[config.mk]
export PLATFORM = sky130hd
export DESIGN_NAME = hazard_ctrl
export DESIGN_NICKNAME = d
export VERILOG_FILES = /design/src/rtl/hazard_pkg.sv /design/src/rtl/fwd_select.sv /design/src/rtl/load_use_detect.sv /design/src/rtl/pipe_steer.sv /design/src/rtl/hazard_ctrl.sv
export SDC_FILE = /design/constraint.sdc
export NUM_CORES = 1
export LEC_CHECK = 0
export BUFFER_PORTS_ARGS = -buffer_cell sky130_fd_sc_hd__buf_2
export CAP_MARGIN = 20
export CORE_AREA = 2 2 39 41
export DETAILED_ROUTE_END_ITERATION = 16
export DIE_AREA = 0 0 41 43
export GPL_ROUTABILITY_DRIVEN = 0
export PLACE_DENSITY = 0.8
export SLEW_MARGIN = 40
export SYNTH_ARGS = -nofsm -noshare
export SYNTH_HDL_FRONTEND = slang
export SYNTH_SLANG_ARGS = --single-unit
[constraint.sdc]
create_clock -name vclk -period 3.5
set_input_delay 0.7 -clock vclk [all_inputs]
set_output_delay 0.7 -clock vclk [all_outputs]
set_load 0.1 [all_outputs]
[src/rtl/hazard_pkg.sv]
// Shared types for the hazard controller.
package hazard_pkg;
    // Bypass source for one execute-stage ALU operand.
    typedef enum logic [1:0] {
        FWD_REGFILE = 2'b00,
        FWD_WBACK   = 2'b01,
        FWD_MEMALU  = 2'b10
    } fwd_sel_e;
endpackage

[src/rtl/fwd_select.sv]
// Bypass selection for one ALU operand.
// Picks the youngest in-flight producer of the operand's source register.
// Assumes register 0 is hard-wired to zero and is never a real producer.
module fwd_select
    import hazard_pkg::*;
#(
    parameter int AW = 5
) (
    input  logic [AW-1:0] src_i,
    input  logic [AW-1:0] mem_dst_i,
    input  logic          mem_wen_i,
    input  logic [AW-1:0] wb_dst_i,
    input  logic          wb_wen_i,
    output fwd_sel_e      sel_o
);
    localparam logic [AW-1:0] ZERO_REG = '0;

    logic mem_hit;
    logic wb_hit;

    // Producer match per stage, ignoring the zero register and idle writers.
    always_comb begin
        mem_hit = mem_wen_i && (mem_dst_i != ZERO_REG) && (mem_dst_i == src_i);
        wb_hit  = wb_wen_i  && (wb_dst_i  != ZERO_REG) && (wb_dst_i  == src_i);
    end

    // Priority pick: memory stage holds the younger value.
    always_comb begin
        if (mem_hit)     sel_o = FWD_MEMALU;
        else if (wb_hit) sel_o = FWD_WBACK;
        else             sel_o = FWD_REGFILE;
    end

    // Guards on the chosen source against the raw stage inputs.
    always_comb begin
        p_mem_needs_writer_r1: assert (sel_o != FWD_MEMALU || (mem_wen_i && mem_dst_i == src_i))
            else $error("memory bypass without matching writer");
        p_no_zero_bypass_r4: assert (src_i != ZERO_REG || sel_o == FWD_REGFILE)
            else $error("register 0 was bypassed");
        p_legal_code_r3: assert (sel_o != 2'b11)
            else $error("illegal bypass code");
    end
endmodule

[src/rtl/load_use_detect.sv]
// Load-use interlock detection between decode and execute.
// Assumes a load's destination index arrives on the execute rt index.
module load_use_detect #(
    parameter int AW = 5
) (
    input  logic [AW-1:0] rs_dec_i,
    input  logic [AW-1:0] rt_dec_i,
    input  logic [AW-1:0] rt_exe_i,
    input  logic          exe_is_load_i,
    output logic          luse_o
);
    // Consumer in decode needs the value the load in execute has not fetched yet.
    always_comb begin
        luse_o = exe_is_load_i && ((rs_dec_i == rt_exe_i) || (rt_dec_i == rt_exe_i));
    end

    // A stall request always comes from a load.
    always_comb begin
        p_luse_needs_load_r7: assert (!luse_o || exe_is_load_i)
            else $error("interlock without a load");
    end
endmodule

[src/rtl/pipe_steer.sv]
// Turns the interlock request and the branch outcome into hold and clear controls.
// Assumes branches are predicted not taken and resolve in execute.
module pipe_steer (
    input  logic luse_i,
    input  logic br_taken_i,
    output logic stall_fetch_o,
    output logic stall_dec_o,
    output logic flush_dec_o,
    output logic flush_exe_o
);
    logic hold;

    // A taken branch redirects the PC, so it overrides any hold request.
    always_comb begin
        hold          = luse_i && !br_taken_i;
        stall_fetch_o = hold;
        stall_dec_o   = hold;
        flush_dec_o   = br_taken_i;
        flush_exe_o   = hold || br_taken_i;
    end

    // Consistency of the control bundle.
    always_comb begin
        p_branch_no_hold_r8: assert (!(br_taken_i && (stall_fetch_o || stall_dec_o)))
            else $error("hold during taken branch");
        p_hold_bubbles_r6: assert (!stall_dec_o || (stall_fetch_o && flush_exe_o && !flush_dec_o))
            else $error("hold without bubble");
        p_quiet_r9: assert (luse_i || br_taken_i || !(stall_fetch_o || flush_exe_o || flush_dec_o))
            else $error("spurious control");
    end
endmodule

[src/rtl/hazard_ctrl.sv]
// Hazard controller for a five-stage in-order pipeline.
// Combines per-operand bypass selection, a load-use interlock and
// wrong-path flushing under a not-taken branch policy. Purely combinational.
module hazard_ctrl
    import hazard_pkg::*;
#(
    parameter int AW = 5
) (
    input  logic [AW-1:0] rs_dec_i,
    input  logic [AW-1:0] rt_dec_i,
    input  logic [AW-1:0] rs_exe_i,
    input  logic [AW-1:0] rt_exe_i,
    input  logic          exe_is_load_i,
    input  logic [AW-1:0] mem_dst_i,
    input  logic          mem_wen_i,
    input  logic [AW-1:0] wb_dst_i,
    input  logic          wb_wen_i,
    input  logic          br_taken_i,
    output logic [1:0]    fwd_a_o,
    output logic [1:0]    fwd_b_o,
    output logic          stall_fetch_o,
    output logic          stall_dec_o,
    output logic          flush_dec_o,
    output logic          flush_exe_o
);
    localparam int NUM_OPS = 2;

    logic [AW-1:0] op_src [NUM_OPS];
    fwd_sel_e      op_sel [NUM_OPS];
    logic          luse;

    // Execute-stage source index per operand slot.
    always_comb begin
        op_src[0] = rs_exe_i;
        op_src[1] = rt_exe_i;
    end

    // One bypass selector per ALU operand.
    for (genvar gi = 0; gi < NUM_OPS; gi++) begin : g_op
        fwd_select #(.AW(AW)) u_fwd (
            .src_i     (op_src[gi]),
            .mem_dst_i (mem_dst_i),
            .mem_wen_i (mem_wen_i),
            .wb_dst_i  (wb_dst_i),
            .wb_wen_i  (wb_wen_i),
            .sel_o     (op_sel[gi])
        );
    end

    assign fwd_a_o = op_sel[0];
    assign fwd_b_o = op_sel[1];

    load_use_detect #(.AW(AW)) u_luse (
        .rs_dec_i      (rs_dec_i),
        .rt_dec_i      (rt_dec_i),
        .rt_exe_i      (rt_exe_i),
        .exe_is_load_i (exe_is_load_i),
        .luse_o        (luse)
    );

    pipe_steer u_steer (
        .luse_i        (luse),
        .br_taken_i    (br_taken_i),
        .stall_fetch_o (stall_fetch_o),
        .stall_dec_o   (stall_dec_o),
        .flush_dec_o   (flush_dec_o),
        .flush_exe_o   (flush_exe_o)
    );

    // Both operands see the same writers: equal sources must get equal selects.
    always_comb begin
        p_ops_agree_r5: assert (rs_exe_i != rt_exe_i || fwd_a_o == fwd_b_o)
            else $error("operand selects disagree on equal sources");
    end
endmodule

==> impl_metrics.yaml <==
pwr:
  p_per_area_mw_per_mm2: 144.1
  total_power_mw: 0.09323
  power.leakage_nw: 0.2938
  vdd_drop_max_uv: 57.66
detailed_routing:
  met1_length_um: 543
  routed_wl_um: 1228
  antenna_left: 0
  met3WireLength_um: 140
  met2_length_um: 544
  first_pass_iters: 2
  wl_per_cell_um: 11.48
  viasPerCell: 4.804
  drtIter0Drc: 1
  vias: 514
  top_layer_used: "met3"
  drc: 0
critical_path:
  worstSetupEndpointType: "primary output"
  startpoint_type: "primary input"
  critPathLaunch: "mem_dst_i[1]"
  worst_ep_required_time_ns: 2.80
  path_class: "primary input to primary output"
  critPathArrivalTime_ns: 2.33
  crit_fanout: 3
die:
  chipHeight_um: 43
  dieArea_mm2: 0.001763
  start_util: 0.3083
  row_count: 14
  io_pins: 42
  die_x_um: 41
  core_mm2: 0.001384
sta:
  relSlewSlack: 0.6029
  rsz0062_at_grt: "false"
  max_freq_mhz: 329.6
  setup_viol: 0
  holdWs_ns: 1.799
  worst_pin_slew_ns: 0.5902
  hold_violations: 0
  post-route-period-util: 0.8668
  drv_slew: 0
  finalSetupTns_ns: 0
  period_minus_slack_ns: 3.034
synthesis:
  synth_cell_types: 15
  syn_nets: 87
  synth_area_leaders: "xnor2_1 (33%), xor2_1 (29%), buf_4 (7.0%), nor4_2 (5.9%), or4_1 (5.3%)"
  syn-mean-instance-area_um2: 8.050
  yosysTopAreaCellShare: 0.3284
  synth_area_leader_cell: "xnor2_1"
  netlist_area_um2: 426.7
  synth_warnings: 0
  syn_inst: 53
  ys_seq_area_frac: 0
placed_design:
  post_dp_cell_area_um2: 646.9
  port_buffers: 42
  dp_hpwl_um: 1091
finish:
  seq_area_um2: 0
  fill_cells: 135
  drive_gt1_frac: 0.5275
  seq_cells: 0
  area_growth_pct: 51.61
  clock_buffers: 0
  n_antenna_cell: 0
  design_area_um2: 646.9
  nets: 127
job:
  cap_violations: 0
global_route:
  grt_pass1_vias: 417
  overflow: 0
  grt_first_pass_wirelength_um: 1759
  grt_max_degree: 5
  antenna_found_initial: 0
  grtUsageTotal: 0.1349
clocking:
  post_cts_resized: 0
  postCtsSetupRepairBufs: 0
  postCtsHoldBufs: 0
run_status:
  status: "finished, final reports clean"
min_path:
  holdCritStartpoint: "br_taken_i"
  min_path_type: "primary input to primary output"
==> cell usage after synthesis (all sizes together) <==
cell   instances
xnor2         16
nor4           4
buf            4
nand3          2
o21ai          2
o22ai          1
or2            1
nand2          2
nand4          2
nor2b          1
xor2          14
or4            4
==> path summary, 6_finish.rpt <==
| path | cells after the start | slack (ns) | end |
|---|---|---|---|
| worst min-delay path | 2 | 1.80 | flush_dec_o |
| worst max-delay path | 6 | 0.47 | fwd_b_o[0] |
==> layer usage <==
| layer | up-vias | global-route usage |
|---|---|---|
| li1 | 259 | - |
| met2 | 33 | 0.2313 |
| met3 | 0 | 0.005236 |
| met4 | 0 | 0 |
| met5 | - | 0 |
| met1 | 222 | 0.1899 |
==> critical path: stages <==
cell and delay, ns:
buf_2 0.13, or4_4 0.53, o21ai_2 0.15, nor4_1 0.11, nor4_4 0.26, buf_2 0.46
==> power breakdown <==
group          switching, mW  internal [mW]
clock                      0              0
combinational         0.0546         0.0386
sequential                 0              0
==> stage by stage <==
| stage | setup WS (ns) | util | cells |
|---|---|---|---|
| 2_1_floorplan | 0.2473 | - | 53 |
| 3_3_place_gp | 0.4786 | 0.4675 | 107 |
| 3_5_place_dp | 0.4619 | 0.4675 | 107 |
| 4_1_cts | 0.4539 | 0.4675 | 107 |
| 5_1_grt | 0.4097 | 0.4675 | 107 |
| 6_report | 0.4663 | 0.4675 | 107 |
==> cell type report <==
cell class	instances	area, um2	share of cell area
multi-input cells	49	416.7	0.6441
repair buffers	42	210.2	0.3250
well taps	16	20.02	0.03095
==> cells in the final DEF (no fill, tap or decap), types with 2 or more instances in the layout <==
cell / n
nor4_1: 2
xnor2_1: 16
nand4_1: 2
nand2_1: 2
or4_1: 3
buf_2: 42
nand3_1: 2
xor2_1: 14
nor4_4: 2
==> kinds of logic after synthesis <==
logic type / Yosys count / share of synthesized area
buf+inv: 4 / 0.07038
simple gates: 16 / 0.2669
xor+xnor: 30 / 0.6158
compound gates: 3 / 0.04692
Note: power is estimated with default switching activity, not from simulation.
